$ cat src/rtl/bag_pkg.sv
package bag_pkg;
    typedef enum logic [0:0] {
        ST_IDLE  = 1'b0,
        ST_BURST = 1'b1
    } bag_state_e;

    typedef enum logic [0:0] {
        ORD_LINEAR      = 1'b0,
        ORD_INTERLEAVED = 1'b1
    } bag_order_e;
endpackage

$ cat src/rtl/bag_step_calc.sv
module bag_step_calc #(
    parameter int LOW_W = 2
) (
    input  logic [LOW_W-1:0] start_i,
    input  logic [LOW_W-1:0] beat_i,
    input  logic             order_i,
    output logic [LOW_W-1:0] low_o
);
    logic [LOW_W-1:0] xor_low;
    logic [LOW_W-1:0] add_low;

    // Interleaved order: flip each start bit where the beat number has a one.
    for (genvar b = 0; b < LOW_W; b++) begin : g_xor_bit
        assign xor_low[b] = start_i[b] ^ beat_i[b];
    end

    // Linear order: the sum wraps naturally inside LOW_W bits.
    assign add_low = start_i + beat_i;

    always_comb begin
        if (order_i == bag_pkg::ORD_INTERLEAVED) begin
            low_o = xor_low;
        end else begin
            low_o = add_low;
        end
    end
endmodule

$ cat src/rtl/bag_ctrl.sv
module bag_ctrl
    import bag_pkg::*;
#(
    parameter int LOW_W = 2
) (
    input  logic             clk,
    input  logic             rst_n,
    input  logic             hold_i,
    input  logic             adv_i,
    output bag_state_e       state_o,
    output logic [LOW_W-1:0] beat_o,
    output logic             load_o
);
    bag_state_e       state_q, state_d;
    logic [LOW_W-1:0] beat_q, beat_d;
    logic             step;

    // Next-state and strobe process.
    always_comb begin
        load_o  = !hold_i && !adv_i;
        step    = !hold_i && adv_i;
        state_d = state_q;
        beat_d  = beat_q;
        unique case (state_q)
            ST_IDLE: begin
                if (load_o) begin
                    state_d = ST_BURST;
                    beat_d  = '0;
                end
            end
            ST_BURST: begin
                if (load_o) begin
                    beat_d = '0;
                end else if (step) begin
                    beat_d = beat_q + 1'b1;
                end
            end
            default: begin
                state_d = ST_IDLE;
                beat_d  = '0;
            end
        endcase
    end

    // State register process.
    always_ff @(posedge clk or negedge rst_n) begin
        if (!rst_n) begin
            state_q <= ST_IDLE;
            beat_q  <= '0;
        end else begin
            state_q <= state_d;
            beat_q  <= beat_d;
        end
    end

    assign state_o = state_q;
    assign beat_o  = beat_q;
endmodule

$ cat src/rtl/bag_burst_addr_gen.sv
module bag_burst_addr_gen
    import bag_pkg::*;
#(
    parameter int ADDR_W    = 16,
    parameter int BURST_LEN = 4
) (
    input  logic              clk,
    input  logic              rst_n,
    input  logic              hold_i,
    input  logic              adv_i,
    input  logic [ADDR_W-1:0] ext_addr_i,
    input  logic              order_i,
    output logic [ADDR_W-1:0] addr_o
);
    localparam int LOW_W = $clog2(BURST_LEN);
    localparam int UP_W  = ADDR_W - LOW_W;

    bag_state_e       state;
    logic [LOW_W-1:0] beat;
    logic             load;
    logic [UP_W-1:0]  upper_q;
    logic [LOW_W-1:0] start_q;
    logic [LOW_W-1:0] low_now;

    bag_ctrl #(.LOW_W(LOW_W)) u_ctrl (
        .clk     (clk),
        .rst_n   (rst_n),
        .hold_i  (hold_i),
        .adv_i   (adv_i),
        .state_o (state),
        .beat_o  (beat),
        .load_o  (load)
    );

    // Start-address register, written only on a load.
    always_ff @(posedge clk or negedge rst_n) begin
        if (!rst_n) begin
            upper_q <= '0;
            start_q <= '0;
        end else if (load) begin
            upper_q <= ext_addr_i[ADDR_W-1:LOW_W];
            start_q <= ext_addr_i[LOW_W-1:0];
        end
    end

    bag_step_calc #(.LOW_W(LOW_W)) u_calc (
        .start_i (start_q),
        .beat_i  (beat),
        .order_i (order_i),
        .low_o   (low_now)
    );

    // Output process.
    always_comb begin
        unique case (state)
            ST_IDLE:  addr_o = '0;
            ST_BURST: addr_o = {upper_q, low_now};
            default:  addr_o = '0;
        endcase
    end
endmodule

$ cat config.mk
export PLATFORM = sky130hd
export DESIGN_NAME = bag_burst_addr_gen
export DESIGN_NICKNAME = d
export VERILOG_FILES = /design/src/rtl/bag_pkg.sv /design/src/rtl/bag_step_calc.sv /design/src/rtl/bag_ctrl.sv /design/src/rtl/bag_burst_addr_gen.sv
export SDC_FILE = /design/constraint.sdc
export NUM_CORES = 1
export LEC_CHECK = 0
export ABC_CLOCK_PERIOD_IN_PS = 1200
export BUFFER_PORTS_ARGS = -buffer_cell sky130_fd_sc_hd__buf_2
export CAP_MARGIN = 15
export CORE_ASPECT_RATIO = 1.4
export CORE_UTILIZATION = 46
export CTS_CLUSTER_DIAMETER = 60
export DETAILED_ROUTE_END_ITERATION = 6
export GPL_TIMING_DRIVEN = 0
export PLACE_DENSITY = 0.77
export SYNTH_ARGS = -nofsm -noshare
export SYNTH_HDL_FRONTEND = slang
export SYNTH_SLANG_ARGS = --single-unit
$ cat constraint.sdc
create_clock -name clk -period 1.2 [get_ports clk]
set_input_delay 0.06 -clock clk [delete_from_list [all_inputs] [get_ports clk]]
set_output_delay 0.06 -clock clk [all_outputs]
set_load 0.01 [all_outputs]
==> flow_summary.toml <==
[outcome]
outcome = "finished with violations"
violations = "setup timing"

[setup_path]
path_class = "register to primary output"
worstSetupEndpointType = "primary output"
cp_num_buf_inv = 1
critPathLaunch = "start_q[0]$_DFFE_PN0P_"
crit_path_max_incr_delay_ps = 400
timing.rr.start = "u_ctrl.state_o$_DFF_PN0_"
crit_required_ps = 1140
crit_slowest_cell = "dfrtp_1"
start_kind = "register"
r2r_cells = 5
crit_family = "flip-flops"
r2r_end = "u_ctrl.beat_o[1]$_DFFE_PN0P_"
crit_chain = "ha_2, nor2b_4, xnor2_1, and2_1, buf_2"
critPathMaxFanout = 2
crit_arrival_ps = 1400
rrSetupSlack_ps = -50

[detailed_routing]
via_count = 742
wl_per_cell_um = 14.3
drtIter0Drc = 7
wl_mm = 2.14
viasPerCell = 4.95
drc = 0
first_pass_iters = 2
ant_nets = 0

[timing]
max_slew.worst_pin.slew_ps = 415
finalCritPeriodShare = 1.22
finalSetupViolations = 12
hold_viol = 0
fin_setup_tns_ps = -1220
fmax_mhz = 684
whs_ps = 51.6
rsz0062_at_grt = "yes"
layout_setup_ws_ps = -263
drv_slew = 0
final.min_clock_period_ps = 1460
relSlewSlack = 0.723
skew_ps = 1.18

[synthesis]
avgSynthCellArea_sq_um = 13.2
syn-instance-count = 68
synth-xor-area-share = 0.0195
yosys.area_share.simple = 0.184
yosys_warnings = 0
synth-seq-cells = 19
syn_area_sq_um = 897
synth_compound_area_frac = 0.00976
ys_types = 17
synth_mux_area_frac = 0.213
synth_fa_ha_area_frac = 0.0139
synth_top_family_by_area = "multiplexers"
syn_nets = 90
synth_seq_area_share = 0.530

[clock_network]
cts-buffers-inserted = 3
clockBufferDepth = 2
clock_latency_ps = 310
cts.htree.levels = 1
cts_num_sinks = 19
path_clk_slew_ps = 110
cts_tree = "yes"
root_buffer = "clkbuf_4"

[power]
leakagePower_nw = 0.707
irDropWorstVdd_v = 0.00108
power_density_nw_per_um2 = 1190

[global_routing]
antenna_found_initial = 0
track_usage = 0.213
grt_pass1_wl_mm = 3.11
gr-total-overflow = 0
grt_pass1_vias = 766
grt_max_degree = 20

[die]
start_util = 0.498
dieArea_sq_um = 2130
rows = 18
coreArea_sq_um = 1800
die_width_um = 39.3
ios = 37
die_h_um = 54.3

[cells_and_area]
post-route-util = 0.833
fill_cells = 96
nets = 153
diodes = 0
design_area_sq_um = 1500
drive_gt1_frac = 0.654
area_growth_pct = 67.4

[min_path]
holdPathStages = 2
hold_start = "adv_i"
hold_path_end = "u_ctrl.beat_o[0]$_DFFE_PN0P_"
min_path_type = "primary input to register"

[place]
place_congestion = 0.623
dp_slack_ps = -9.14
placed_cell_area_sq_um = 1100
numPortBuffers = 36
place_hpwl_mm = 1.18

[run]
maxCapViolations = 0
-- per-stage QoR --
stage / power [mW] / std cells
3_3_place_gp: 1.21 / 124
3_5_place_dp: 1.23 / 124
5_1_grt: 1.88 / 150
6_report: 1.79 / 150
4_1_cts: 1.66 / 146
2_1_floorplan: 1.06 / 68
-- where the power goes --
group | total (mW) | internal [mW] | switching (mW)
sequential | 0.793 | 0.733 | 0.0600
clock | 0.340 | 0.130 | 0.210
combinational | 0.659 | 0.432 | 0.227
-- registers in the layout (all words and copies together), names as in the netlist --
name and cells:
u_ctrl.state_o 1, upper_q 14, u_ctrl.beat_o 2, start_q 2
-- layer usage --
layer	track usage	share of wire	up-vias
li1	-	-	352
met1	0.235	0.38	360
met2	0.392	0.56	25
met3	0.0163	0.036	5
met4	0.115	0.026	0
met5	0	0	-
-- cells in the final DEF, fill, tap and decap left out, types with 2 or more instances in the layout --
master	synthesis	final
and2_4	0	14
buf_2	0	22
buf_6	2	18
dlygate4sd3_1	0	17
xnor2_1	2	2
dfrtp_1	19	19
mux2_2	17	17
clkbuf_4	0	3
buf_4	0	2
buf_8	0	2
and2_1	10	2
-- area by class of cell --
cell class                 count  area, sq um  area share
buffer                         3         37.5      0.0250
clock buffer                   4         26.3      0.0175
multi-input combinational     46          447       0.297
sequential                    19          475       0.317
tap                           20         25.0      0.0167
timing repair buffer          58          490       0.327
-- worst reg2reg max path, delay by kind of cell, from the launching register on --
kind / cells / cell delay, ps
flip-flops: 1 / 400
buffers and inverters: 2 / 220
AND/OR/NAND/NOR: 3 / 590
-- worst max-delay path by stage --
stage                     end  slack (ps)  cells past startpoint
floorplan           addr_o[1]         140                      4
global placement    addr_o[1]          10                      5
detailed placement  addr_o[1]          -9                      5
CTS                 addr_o[1]        -230                      5
global route        addr_o[1]        -330                      5
finish              addr_o[1]        -260                      5
-- cells by family (layout without fill, tap and decap cells) --
| logic type | Yosys count | count (layout) |
|---|---|---|
| AND/OR/NAND/NOR | 25 | 25 |
| adder cells (fa/ha/maj) | 1 | 1 |
| buffers and inverters | 3 | 65 |
| AO/OA/AOI/OAI | 1 | 1 |
| XOR/XNOR | 2 | 2 |
| flip-flops | 19 | 19 |
| multiplexers | 17 | 17 |
-- timing repair --
| item | in CTS | in global routing |
|---|---|---|
| setup endpoints to repair | 10 | 17 |
| cloned | 2 | 0 |
| gates resized for setup | 19 | 24 |
| pin swaps | 3 | 2 |
| buffers inserted | 2 | 1 |
| hold buffers | 14 | 3 |
| hold endpoints to repair | 32 | 3 |
-- synthesized netlist by cell type --
| cell type | n | area (sq um) |
|---|---|---|
| mux2_2 | 17 | 191 |
| or2_2 | 1 | 6.26 |
| or4b_1 | 1 | 10.0 |
| ha_1 | 1 | 12.5 |
| and2_2 | 6 | 45.0 |
| nor2_1 | 1 | 3.75 |
| clkbuf_1 | 1 | 3.75 |
| buf_6 | 2 | 22.5 |
| nor2b_1 | 1 | 6.26 |
| xnor2_1 | 2 | 17.5 |
| nand3_1 | 2 | 10.0 |
| and2_1 | 10 | 62.6 |
| dfrtp_1 | 19 | 475 |
| nand2_2 | 1 | 6.26 |
| nor2_4 | 1 | 11.3 |
| nand2_1 | 1 | 3.75 |
| a22o_1 | 1 | 8.76 |
Note: power is estimated with default switching activity, not from simulation.
